<file path="config.mk">
export PLATFORM = sky130hd
export DESIGN_NAME = tx_status_tracker
export DESIGN_NICKNAME = d
export VERILOG_FILES = /design/src/rtl/tx_status_tracker.sv
export SDC_FILE = /design/constraint.sdc
export NUM_CORES = 1
export LEC_CHECK = 0
export CORE_ASPECT_RATIO = 1.2
export CORE_MARGIN = 5
export CORE_UTILIZATION = 45
export CTS_CLUSTER_SIZE = 16
export DETAILED_ROUTE_END_ITERATION = 10
export DONT_BUFFER_PORTS = 1
export GPL_TIMING_DRIVEN = 0
export SETUP_SLACK_MARGIN = 0.3
export SYNTH_ARGS = -nofsm -noshare
export SYNTH_HDL_FRONTEND = slang
export SYNTH_SLANG_ARGS = --single-unit
</file>
<file path="constraint.sdc">
create_clock -name clk -period 3.6 [get_ports clk]
set_clock_uncertainty 0.2 [all_clocks]
set_input_delay 0 -clock clk [delete_from_list [all_inputs] [get_ports clk]]
set_output_delay 0 -clock clk [all_outputs]
set_load 0.02 [all_outputs]
</file>
<file path="src/rtl/tx_status_tracker.sv">
module tx_status_tracker #(
  parameter int LATE_BITS  = 512,
  parameter int DEFER_BITS = 32768,
  parameter int SLOW_DIV   = 10
) (
  input  logic        clk,
  input  logic        rst_n,
  input  logic        bit_tick,
  input  logic        speed_100,
  input  logic        pkt_start,
  input  logic        tx_active,
  input  logic        coll,
  input  logic        carrier,
  input  logic        fifo_empty,
  input  logic        fifo_perr,
  input  logic        pause_rx,
  input  logic        deferring,
  input  logic        sqe_miss,
  input  logic        pkt_done,
  input  logic        done_irq,
  input  logic        wr_stat,
  input  logic        wr_ctl,
  input  logic [15:0] wr_data,
  output logic [31:0] stat_q,
  output logic [15:0] ctl_q,
  output logic        irq
);
  localparam int LW = $clog2(LATE_BITS + 1);
  localparam int DW = $clog2(DEFER_BITS + 1);
  localparam int PW = $clog2(SLOW_DIV);
  localparam logic [15:0] CTL_MASK = 16'hFFF3;

  logic [PW-1:0] pre_q;
  logic [LW-1:0] bits_q;
  logic [DW-1:0] def_q;
  logic [3:0]    cnt_q;
  logic          abort_q, carr_q;
  logic [15:4]   flg_q, set_v, clr_v;
  logic [15:0]   ctl_nxt;

  wire bit_stb  = bit_tick & (speed_100 | (pre_q == PW'(SLOW_DIV - 1)));
  wire late_now = bits_q == LW'(LATE_BITS);
  wire def_max  = def_q == DW'(DEFER_BITS);
  wire coll_ok  = coll & tx_active & ~abort_q & ~pkt_start;
  wire wrap16   = coll_ok & (cnt_q == 4'hF);

  always_comb begin
    ctl_nxt = wr_ctl ? (wr_data & CTL_MASK) : ctl_q;
    if (fifo_perr && ctl_q[13]) ctl_nxt[0] = 1'b0;
  end

  wire halt_evt = (ctl_q[0] & ~ctl_nxt[0]) | (~ctl_q[1] & ctl_nxt[1]);

  always_comb begin
    set_v      = '0;
    set_v[4]   = wrap16;
    set_v[5]   = deferring;
    set_v[6]   = pause_rx;
    set_v[7]   = pkt_done & done_irq;
    set_v[8]   = fifo_empty & tx_active;
    set_v[9]   = deferring & def_max;
    set_v[10]  = pkt_done & ~carr_q;
    set_v[11]  = sqe_miss;
    set_v[12]  = coll_ok & late_now;
    set_v[13]  = fifo_perr;
    set_v[14]  = pkt_done | wrap16;
    set_v[15]  = halt_evt;
  end

  assign clr_v = ({12{wr_stat}} & wr_data[15:4]) | {11'b0, pkt_start};

  always_ff @(posedge clk) begin
    if (!rst_n) begin
      pre_q   <= '0;
      bits_q  <= '0;
      def_q   <= '0;
    end else begin
      if (bit_tick) pre_q <= (pre_q == PW'(SLOW_DIV - 1)) ? '0 : pre_q + 1'b1;
      if (!tx_active) bits_q <= '0;
      else if (bit_stb && !late_now) bits_q <= bits_q + 1'b1;
      if (!deferring) def_q <= '0;
      else if (bit_stb && !def_max) def_q <= def_q + 1'b1;
    end
  end

  always_ff @(posedge clk) begin
    if (!rst_n) begin
      cnt_q   <= '0;
      abort_q <= 1'b0;
      carr_q  <= 1'b0;
    end else if (pkt_start) begin
      cnt_q   <= '0;
      abort_q <= 1'b0;
      carr_q  <= 1'b0;
    end else begin
      if (coll_ok) cnt_q <= wrap16 ? 4'h0 : cnt_q + 1'b1;
      if (wrap16) abort_q <= 1'b1;
      if (carrier && tx_active) carr_q <= 1'b1;
    end
  end

  always_ff @(posedge clk) begin
    if (!rst_n) begin
      flg_q <= '0;
      ctl_q <= '0;
    end else begin
      flg_q <= (flg_q & ~clr_v) | set_v;
      ctl_q <= ctl_nxt;
    end
  end

  assign stat_q = {16'b0, flg_q, cnt_q};
  assign irq    = |(flg_q & ctl_q[15:4]);
endmodule

</file>
# Word level (Yosys, flattened, before mapping)
# Cells that the tools add are included.
# W data, S select, Z words.
[word_totals] regBits=62 in_bits=33 out_inout_bits=49 word_cells=58
[op_classes] addsub=4 eq_ne=4 muxes=4 n_bitwise=27 reduce_logical=10
[ops] op="$and A12 B12 Y12" n=3
[ops] op="$add A16 B1 Y16 const B" n=1
[ops] op="$eq A16 B16 Y1 const B" n=1
[ops] op="$and A1 B1 Y1" n=12
[ops] op="$not A12 Y12" n=1
[ops] op="$or A12 B1 Y12" n=1
[ops] op="$or A12 B12 Y12" n=1
[ops] op="$reduce_or A12 Y1" n=1
[ops] op="$add A10 B1 Y10 const B" n=1
[ops] op="$eq A10 B10 Y1 const B" n=1
[ops] op="$add A4 B1 Y4 const B" n=2
[ops] op="$eq A4 B4 Y1 const B" n=2
[ops] op="$mux W4" n=2
[ops] op="$not A1 Y1" n=6
[ops] op="$logic_and A1 B1 Y1" n=4
[ops] op="$reduce_and A2 Y1" n=2
[ops] op="$or A1 B1 Y1" n=3
[ops] op="$logic_not A1 Y1" n=2
[ops] op="$mux W2" n=1
[ops] op="$reduce_or A2 Y1" n=1
[ops] op="$mux W1" n=1

# Depth between registers and ports, before layout
[logic_depth] word_depth=6 ltp_mapped=7 mapped_depth_nobuf=7

# Worst setup path before layout
# No wires, ideal clock.
[synth_path] path_kind="register to register" from="register def_q[0]" to="register def_q[15]" setup_ns=0.070 arrival_ns=1.590 required_ns=3.330 setup_slack_ns=1.740 stages_incl_launch_ff=8 path_buffers=0 synth_period_minus_slack_ns=1.860 path_cell_list="dfxtp_1 inv_1 ha_1 nor4bb_1 nand4_1 nand2_4 or4_1 a21oi_1"
[synth_between] elab_chain_cells=3 word_cells_on_any_way=4 classes_between="add/sub: 1; eq/ne: 1; reduce/logical: 2"
[synth_lines] element="start: declaration" line_no="35" text="logic [DW-1:0] def_q;"
[synth_lines] element="start signal: assignment" line_no="82" text="else if (bit_stb && !def_max) def_q <= def_q + 1'b1;"
[synth_lines] element="parallel branches: the longest is 3 deep, another holds $add A16 B1 Y16"
# Parallel ways; which one is timed is not known.
# A chain may end at the register's enable or synchronous reset.

# Worst setup path after layout
[layout_path] from="register def_q[0]" to="register def_q[14]"
# Same word-level chain as after synthesis.

==> flow_summary.json <==
{
  "coreArea_um2": 6366,
  "grt_pass1_wl_um": 11870,
  "synthesis.area_um2": 2898,
  "htree_levels": 3,
  "synth_flop_cell": "dfxtp_1",
  "cp.arrival_ns": 2.51,
  "rows": 32,
  "grt_pass1_vias": 2471,
  "ioPinCount": 82,
  "period_share_pct": 68.84,
  "multiInputGateArea_um2": 1528,
  "clkSlewWorstSetupHoldPaths_ns": 0.07,
  "vdd_ir_drop_max_v": 0.0002878,
  "cp-start-kind": "register",
  "drive_above_1_share_pct": 10.38,
  "fin_crit_ns": 2.478,
  "yosysTopAreaCellShare_pct": 42.83,
  "ys_warn_count": 0,
  "clockBufferDepth": 2,
  "crit_path_cell_trace": "inv_1, ha_1, nor4bb_1, nand4_1, nand3_1, nor2_1, mux2i_1, dlygate4sd3_1",
  "cts_post_setup_buffers_inserted": 0,
  "first_pass_iters": 4,
  "setup_tns_ns": 0,
  "synthTopCellsByArea": "dfxtp_1 43%, nor2b_1 5.6%, mux2i_1 5.2%, xor2_1 4.8%, buf_4 4.7%",
  "fmaxAchievable_mhz": 403.5,
  "layout_commonest_cell": "dfxtp_1",
  "ff_latch_area_um2": 1241,
  "vias_per_cell": 5.060,
  "drtIter0Drc": 137,
  "synth_async_sr_flop_share_pct": 0,
  "die_height_um": 97.91,
  "ys_types": 45,
  "hold_buffers": 41,
  "synth_cells": 321,
  "worstSetupPathType": "register to register",
  "cts_tree": "built",
  "syn_area_per_cell_um2": 9.027,
  "wire_per_inst_um": 14.59,
  "totalWireLength_um": 7004,
  "area_growth_pct": 26.94,
  "drc": 0,
  "gp_congestion": 0.7993,
  "port_buffers": 0,
  "critPathBufInv": 2,
  "relSlewSlack_pct": 47.25,
  "ys_seq_area_share_pct": 42.83,
  "final_cell_mix": "62 x dfxtp_1, 41 x dlygate4sd3_1, 30 x nor2_1",
  "critPathSlowestCell": "dlygate4sd3_1",
  "hold_class": "primary input to register",
  "postPlaceCellArea_um2": 3068,
  "synth_edf_count": 0,
  "cts_resized": 0,
  "synth_top_area_cell": "dfxtp_1",
  "hold_viol_final": 0,
  "fill_cells": 562,
  "synth_seq_cells": 62,
  "die_x_um": 83.26,
  "cts-root-buf": "clkbuf_8",
  "cp-end-kind": "register",
  "grt_overflow": 0,
  "drt.antenna.violating_nets": 0,
  "die_area_um2": 8151,
  "diodes": 0,
  "drv_slew": 0,
  "antenna_found_initial": 0,
  "crit_family": "simple AND/OR/NAND/NOR gates",
  "cts_sinks": 62,
  "rsz0062_at_grt": "false",
  "max-cap-violations": 0,
  "critPathMaxFanout": 4,
  "dpl.cell_count": 423,
  "power_density_nw_per_um2": 414.6,
  "clk_latency_ns": 0.35,
  "fin_nets": 428,
  "cts_buffers": 9,
  "grt_max_degree": 12,
  "finalInstanceArea_um2": 3679,
  "track_usage_pct": 18.03,
  "dp_hpwl_um": 4787,
  "start_util_pct": 45.52,
  "worst_slew_pin_slew_ns": 0.7913,
  "max_stage_delay_ns": 0.55,
  "vias": 2429,
  "setup_viol": 0,
  "stdcell_count": 480,
  "power_leakage_nw": 1.430,
  "status": "finished, final reports clean",
  "cp_data_required_time_ns": 3.63
}
## logic make-up (layout without fill, tap and decap cells)
| kind of cell | Yosys count | count (layout) | share of synthesized area (%) |
|---|---|---|---|
| AND/OR/NAND/NOR | 142 | 142 | 26.86 |
| adder cells (fa/ha/maj) | 5 | 5 | 2.159 |
| AO/OA/AOI/OAI | 39 | 39 | 8.938 |
| flip-flops | 62 | 62 | 42.83 |
| XOR/XNOR | 24 | 24 | 7.254 |
| multiplexers | 15 | 15 | 5.181 |
| other | 1 | 18 | 0.1294 |
| buffers and inverters | 33 | 90 | 6.649 |
## path summary, 6_finish.rpt
path                  start   endpoint  depth (start not counted)  slack, ns
setup / recovery   def_q[0]  def_q[14]                          8       1.12
hold / removal      wr_stat  flg_q[10]                          4       0.01
setup reg to reg   def_q[0]  def_q[14]                          8       1.12
hold reg to reg   def_q[15]  def_q[15]                          2       0.28
## report_power, final
part	internal, mW	total, mW	switching (mW)
sequential	0.706	0.748	0.0417
clock	0.339	0.618	0.280
combinational	0.0804	0.159	0.0785
## layer usage
layer	GRT usage [%]	share of wire [%]	up-vias
met5	0	0	-
li1	-	-	1220
met2	29.63	48	71
met1	20.23	41	1122
met4	10.94	3.6	0
met3	5.907	7.4	16
## cell usage after synthesis, drive strengths merged, types with 4 or more instances
| library cell | n |
|---|---|
| xnor2 | 8 |
| clkbuf | 7 |
| buf | 20 |
| xor2 | 16 |
| and2 | 4 |
| nand4 | 12 |
| and3 | 4 |
| nor2b | 26 |
| nand3 | 12 |
| and4 | 4 |
| o21ai | 7 |
| ha | 5 |
| inv | 6 |
| nand2 | 29 |
| nor2 | 30 |
| mux2i | 15 |
| nor3 | 5 |
| a21oi | 14 |
| dfxtp | 62 |
## layout make-up
type / instances / share of cell area (%)
Multi-Input combinational cell: 243 / 41.53
Sequential cell: 62 / 33.74
Timing Repair Buffer: 41 / 11.16
Buffer: 27 / 4.626
Clock buffer: 11 / 3.844
Tap cell: 85 / 2.891
Clock inverter: 5 / 1.599
Inverter: 6 / 0.6122
## tightest hold or removal path, stage by stage
cell	delay, ns
clkbuf_1	0.23
nand2_1	0.13
a21oi_1	0.06
nor2b_1	0.09
## stage by stage
| step | power [mW] | util, % | worst slack [ns] | hold slack [ns] |
|---|---|---|---|---|
| after detailed placement | 0.8755 | 48.19 | 1.584 | -0.05686 |
| after CTS | 1.532 | 57.78 | 1.117 | 0.004321 |
| after global placement | 0.8740 | 48.19 | 1.587 | -0.06185 |
| after global routing | 1.591 | 57.78 | 0.9001 | 0.06441 |
| final | 1.525 | 57.78 | 1.122 | 0.01025 |
| after floorplan | 0.8528 | - | 1.740 | -0.06381 |
## registers in the layout, indices dropped and copies added, names as in the netlist
name     flops
abort_q      1
bits_q      10
carr_q       1
cnt_q        4
ctl_q       14
def_q       16
flg_q       12
pre_q        4
Power figures use the tool's default switching activity.
